File: config.mk
export PLATFORM = sky130hd
export DESIGN_NAME = nand_prefetch_engine
export DESIGN_NICKNAME = d
export VERILOG_FILES = /design/src/rtl/nand_prefetch_engine.sv
export SDC_FILE = /design/constraint.sdc
export NUM_CORES = 1
export LEC_CHECK = 0
export BUFFER_PORTS_ARGS = -buffer_cell sky130_fd_sc_hd__buf_2
export CORE_AREA = 5 5 248 250
export DETAILED_ROUTE_END_ITERATION = 12
export DIE_AREA = 0 0 253 255
export PLACE_DENSITY = 0.81
export SLEW_MARGIN = 20
export SYNTH_ARGS = -nofsm -noshare
export SYNTH_HDL_FRONTEND = slang
export SYNTH_SLANG_ARGS = --single-unit
File: constraint.sdc
create_clock -name clk -period 11.6 [get_ports clk]
set_input_delay 2.32 -clock clk [delete_from_list [all_inputs] [get_ports clk]]
set_output_delay 2.32 -clock clk [all_outputs]
set_load 0.01 [all_outputs]
File: src/rtl/nand_prefetch_engine.sv
module nand_prefetch_engine #(
  parameter int DEPTH = 64,
  parameter int CNT_W = 14
) (
  input  logic        clk,
  input  logic        rst_n,
  input  logic        reg_we,
  input  logic [2:0]  reg_addr,
  input  logic [31:0] reg_wdata,
  output logic [31:0] reg_rdata,
  input  logic        host_rd,
  output logic [7:0]  host_rdata,
  input  logic        host_wr,
  input  logic [7:0]  host_wdata,
  output logic        nand_req,
  output logic        nand_we,
  output logic        nand_wide,
  output logic [15:0] nand_wdata,
  input  logic        nand_ack,
  input  logic [15:0] nand_rdata,
  output logic        dma_req,
  output logic        irq
);
  localparam int PW = $clog2(DEPTH);
  localparam int FW = PW + 1;

  logic [14:0]      cfg_q;
  logic [CNT_W-1:0] xfer_q, cnt_q;
  logic             running_q, filling_q, dma_q, pend_q, pend_wide_q;
  logic [FW-1:0]    fill_q;
  logic [PW-1:0]    rptr_q, wptr_q;
  logic [7:0]       mem [DEPTH];
  logic [7:0]       rdata_q, hold_q;
  logic [15:0]      pend_data_q;
  logic [1:0]       irq_st_q;
  logic [11:0]      irq_en_q;

  logic unused_wdata;
  assign unused_wdata = ^reg_wdata[31:15];

  wire       wr_mode = cfg_q[0];
  wire       dma_en  = cfg_q[2];
  wire       wide    = cfg_q[3];
  wire [7:0] thr8    = {1'b0, cfg_q[14:8]};
  wire [7:0] fill8   = 8'(fill_q);

  wire       room     = wide ? (fill8 <= 8'(DEPTH - 2)) : (fill8 <= 8'(DEPTH - 1));
  wire       fetch    = !wr_mode && !pend_q && filling_q && (cnt_q != '0) && room;
  wire       got      = fetch && nand_ack;
  wire [1:0] nbytes   = (wide && cnt_q >= CNT_W'(2)) ? 2'd2 : 2'd1;
  wire       pop      = host_rd && !wr_mode && (fill_q != '0);
  wire [FW-1:0] fill_rd_nxt = fill_q + (got ? FW'(nbytes) : FW'(0)) - (pop ? FW'(1) : FW'(0));
  wire       refill_hit = pop && (fill8 - 8'd1 == 8'(DEPTH) - thr8);
  wire       done     = filling_q && !fetch;
  wire       tc_rd    = done && running_q && (cnt_q == '0);
  wire       hw_ok    = host_wr && wr_mode && (cnt_q != '0) && (!pend_q || nand_ack);
  wire       hold_first = wide && (fill_q == FW'(DEPTH));
  wire       tc_wr    = hw_ok && !hold_first && (cnt_q == CNT_W'(1));
  wire       ctl_w    = reg_we && reg_addr == 3'd2 && (reg_wdata[0] != running_q);
  wire [1:0] st_clr   = (reg_we && reg_addr == 3'd4) ? reg_wdata[1:0] : 2'b00;

  assign nand_req   = fetch || pend_q;
  assign nand_we    = pend_q;
  assign nand_wide  = pend_q ? pend_wide_q : wide;
  assign nand_wdata = pend_data_q;
  assign host_rdata = rdata_q;
  assign dma_req    = dma_q && dma_en;
  assign irq        = |({10'b0, irq_st_q} & irq_en_q);

  always_comb begin
    case (reg_addr)
      3'd0:    reg_rdata = {17'b0, cfg_q};
      3'd1:    reg_rdata = 32'(xfer_q);
      3'd2:    reg_rdata = {31'b0, running_q};
      3'd3:    reg_rdata = {1'b0, 7'(fill_q), 7'b0, fill8 >= thr8, 2'b0, 14'(cnt_q)};
      3'd4:    reg_rdata = {30'b0, irq_st_q};
      3'd5:    reg_rdata = {20'b0, irq_en_q};
      default: reg_rdata = 32'b0;
    endcase
  end

  always_ff @(posedge clk) begin
    if (got) begin
      mem[wptr_q] <= nand_rdata[7:0];
      if (nbytes == 2'd2) mem[PW'(wptr_q + PW'(1))] <= nand_rdata[15:8];
    end
  end

  always_ff @(posedge clk) begin
    if (!rst_n) begin
      cfg_q <= 15'h4000;  xfer_q <= '0;     cnt_q <= '0;
      running_q <= 1'b0;  filling_q <= 1'b0; dma_q <= 1'b0;
      pend_q <= 1'b0;     pend_wide_q <= 1'b0; pend_data_q <= '0;
      fill_q <= '0;       rptr_q <= '0;     wptr_q <= '0;
      rdata_q <= '0;      hold_q <= '0;     irq_st_q <= '0; irq_en_q <= '0;
    end else begin
      if (reg_we && reg_addr == 3'd0 && !running_q) cfg_q <= reg_wdata[14:0] & 15'h7F0D;
      if (reg_we && reg_addr == 3'd1 && !running_q) xfer_q <= reg_wdata[CNT_W-1:0];
      if (reg_we && reg_addr == 3'd5) irq_en_q <= reg_wdata[11:0] & 12'hF03;
      irq_st_q <= (irq_st_q & ~st_clr) | {tc_rd || tc_wr, fill8 >= thr8};

      if (got) begin
        wptr_q <= wptr_q + PW'(nbytes);
        cnt_q  <= cnt_q - CNT_W'(nbytes);
      end
      if (pop) begin
        rptr_q  <= rptr_q + PW'(1);
        rdata_q <= mem[rptr_q];
      end
      if (host_rd && wr_mode) rdata_q <= 8'h00;
      if (!wr_mode) fill_q <= fill_rd_nxt;
      if (refill_hit) begin
        filling_q <= 1'b1;
        dma_q     <= 1'b0;
      end else if (done) begin
        filling_q <= 1'b0;
        if (fill_rd_nxt != '0) dma_q <= 1'b1;
      end

      if (pend_q && nand_ack) pend_q <= 1'b0;
      if (hw_ok) begin
        if (hold_first) begin
          hold_q <= host_wdata;
          fill_q <= FW'(DEPTH - 1);
        end else begin
          pend_q      <= 1'b1;
          pend_wide_q <= wide;
          pend_data_q <= wide ? {host_wdata, hold_q} : {8'h00, host_wdata};
          cnt_q       <= cnt_q - CNT_W'(1);
          if (wide) fill_q <= FW'(DEPTH);
        end
      end

      if (tc_rd || tc_wr) running_q <= 1'b0;
      if (ctl_w) begin
        running_q <= reg_wdata[0];
        if (reg_wdata[0]) begin
          cnt_q <= xfer_q;
          if (wr_mode) fill_q <= FW'(DEPTH);
          else begin
            fill_q    <= '0;
            rptr_q    <= '0;
            wptr_q    <= '0;
            filling_q <= 1'b1;
          end
        end else begin
          cnt_q <= '0;
        end
      end
    end
  end
endmodule


==> results.ini <==
[synth]
synth_edf_count=512
synth_ff_type=edfxtp_1
ys_seq_area_share_pct=52.4
netlist_area_um2=33300
yosys_register_bits=614
syn_inst=2516
yosysTopAreaCellShare_pct=46.2
synth_area_leaders=edfxtp_1 (46%), mux2_2 (17%), mux4_2 (7.1%), dfxtp_1 (6.1%), mux2i_1 (2.4%)
postSynthAreaPerCell_um2=13.2
ys.warnings.count=0
async_flop_share_pct=0
ys_types=81
yosysTopAreaCell=edfxtp_1

[clock_tree]
post_cts_buffers=0
hold_buffers=0
cts.clk_slew.worst_paths_ns=0.06
numCtsBuffers=61
cts_max_level=2
cts.sinks=614
cts.path.max_buffers=3
clock_latency_ns=0.64
cts-root-buf=clkbuf_16
postCtsResizedCells=0
tritoncts=built

[sta]
hold_viol=0
min_period_ns=6.40
fin_skew_ns=0.0263
final.period_utilization_pct=55.2
maxSlewHeadroom_pct=30.5
fin_setup_tns_ns=0
whs_ns=0.457
rsz0062_at_grt=no
finalMaxSlewViolations=0
tightest_slew_ns=1.04
setup_viol_count_final=0
fmax_mhz=156

[setup_path]
crit_fanout=21
rr_worst_depth=16
r2r_end=fill_q[6]$_SDFF_PN0_
worst-path-buf-inv=2
endpoint_kind=output pin
crit_arrival_ns=4.08
cp.required_ns=9.28
cp_slowest_stage_delay_ns=0.80
startpoint_type=primary input
crit_path_frequent_cell=buf_2
path_cells=buf_2, nor2b_1, a211oi_1, a21oi_1, buf_2
timing.critical_path.from=reg_addr[1]
cpMaxStageDelayCell=nor2b_1
worstReg2RegStart=fill_q[3]$_SDFF_PN0_
crit_end=reg_rdata[0]
cp.depth=5
cp_top_family=simple AND/OR/NAND/NOR gates
worst-r2r-setup-slack_ns=6.97
critPathKind=in2out

[pwr]
p_per_area_nw_per_um2=152
intPower_uw=4060
p_sw_uw=1470
leakagePower_uw=0.0123
peakVddDrop_mv=0.149
seqPwrFrac_pct=44.6
switching_share_pct=26.6
p_clk_share_pct=37.0
power_frac_comb_pct=18.4
finalPower_uw=5530

[final_layout]
fillers=4317
regArea_um2=17400
layout_commonest_cell=edfxtp_1
final_nets=2624
final_cell_mix=edfxtp_1 (512), mux2_2 (495), nand2_1 (187), mux4_2 (105), dfxtp_1 (100)
final_cells=3346
drive_gt1_share_pct=35.9
synthToLayoutAreaGrowth_pct=9.50
multi_input_area_um2=14800

[floorplan]
core_area_um2=58800
die_area_um2=64500
die_h_um=255
rows=89
ios=126
fp.dieW_um=253
initial_core_util_pct=56.6

[placement]
place_hpwl_um=55800
gp_congestion=0.950
dp_cells=3229
portBuffers=99

[grt]
grt_pass1_wl_um=136000
first_global_vias=22800
grt_use_total_pct=27.2
antenna_found_initial=2
grt_max_degree=66
grt_overflow=0

[outcome]
status=complete, no violations

[drt]
antenna_left=0
wl_um=89200
drt_iter0_drc=2894
drc=0
vias=22600
avgRoutedWirePerCell_um=26.6
vias_per_cell=6.77
dr.pass1.iters=6

[run]
cap_violations=0

[worst_hold_path]
hold_class=reg2reg

tightest hold or removal path, cell delays in order, from the launching register on:
cell and delay (ns):
dfxtp_1 0.31, nand2_1 0.05, a21oi_1 0.05
per-stage QoR:
step | setup slack [ns] | utilization [%] | instance area (um2)
2_1_floorplan | 5.80 | - | 33300
3_3_place_gp | 5.31 | 58.4 | 34300
3_5_place_dp | 5.26 | 58.4 | 34300
4_1_cts | 5.26 | 61.9 | 36400
5_1_grt | 5.07 | 61.9 | 36400
6_report | 5.20 | 61.9 | 36400
metal layers:
layer	vias to the layer above	track usage, %	share of wire (%)
met5	-	0	0
met4	0	8.96	3.5
met3	248	6.03	10
met2	1331	44.9	49
met1	11400	36.2	37
li1	9665	-	-
cells in the mapped netlist (13+ instances only):
master    instances
a21oi_1          75
inv_1            31
nor2_1           91
and3_1           24
o22ai_1          22
mux2_1           29
edfxtp_1        512
nand2_1         187
buf_1            26
dfxtp_1         102
a22o_1           17
xnor2_1          23
mux4_2          105
nand2_2          22
buf_2            29
nor3_1           19
clkbuf_1        169
ha_1             37
nor4_1           13
a211oi_1         31
and2_1           15
nand3_1          57
mux2_2          495
mux2i_1          81
a22oi_1          40
buf_4            15
o21ai_0          82
area by class of cell:
class / count / area share (%)
flip-flops and latches: 614 / 47.9
multi-input cells: 1636 / 40.5
clock buffers: 83 / 4.61
repair buffers: 173 / 2.92
well taps: 773 / 2.66
clock inverters: 32 / 1.06
inverters: 33 / 0.344
diodes: 2 / 0.0137
power groups by stage:
stage          registers [uW]  logic, uW  clock network (uW)
2_1_floorplan            2480        785                   0
3_3_place_gp             2510        961                   0
3_5_place_dp             2510        996                   0
4_1_cts                  2470       1010                2060
5_1_grt                  2470       1090                2150
6_report                 2470       1020                2040
registers in the layout, indices dropped and copies added (netlist names), 2 cells and up:
name,cells
cfg_q,10
cnt_q,14
fill_q,7
hold_q,8
host_rdata,8
irq_en_q,6
irq_st_q,2
mem,512
nand_wdata,16
rptr_q,6
wptr_q,6
xfer_q,14
worst min path at each step:
stage | startpoint | to | slack (ns) | cells after the start
floorplan | hold_q[0]$_SDFFE_PN0P_ | hold_q[0]$_SDFFE_PN0P_ | 0.44 | 2
global placement | hold_q[7]$_SDFFE_PN0P_ | hold_q[7]$_SDFFE_PN0P_ | 0.44 | 2
detailed placement | hold_q[6]$_SDFFE_PN0P_ | hold_q[6]$_SDFFE_PN0P_ | 0.45 | 2
CTS | hold_q[6]$_SDFFE_PN0P_ | hold_q[6]$_SDFFE_PN0P_ | 0.46 | 2
global route | hold_q[1]$_SDFFE_PN0P_ | hold_q[1]$_SDFFE_PN0P_ | 0.49 | 2
finish | hold_q[6]$_SDFFE_PN0P_ | hold_q[6]$_SDFFE_PN0P_ | 0.46 | 2
kinds of logic after synthesis:
kind of cell	after synthesis	share of synthesized area [%]
AO/OA/AOI/OAI	345	6.92
XOR/XNOR	31	0.816
adder cells (fa/ha/maj)	40	1.57
buffers and inverters	274	3.42
flip-flops	614	52.4
multiplexers	710	27.3
other	1	0.0113
AND/OR/NAND/NOR	501	7.60
No activity file was read; power rests on OpenSTA's default activity.
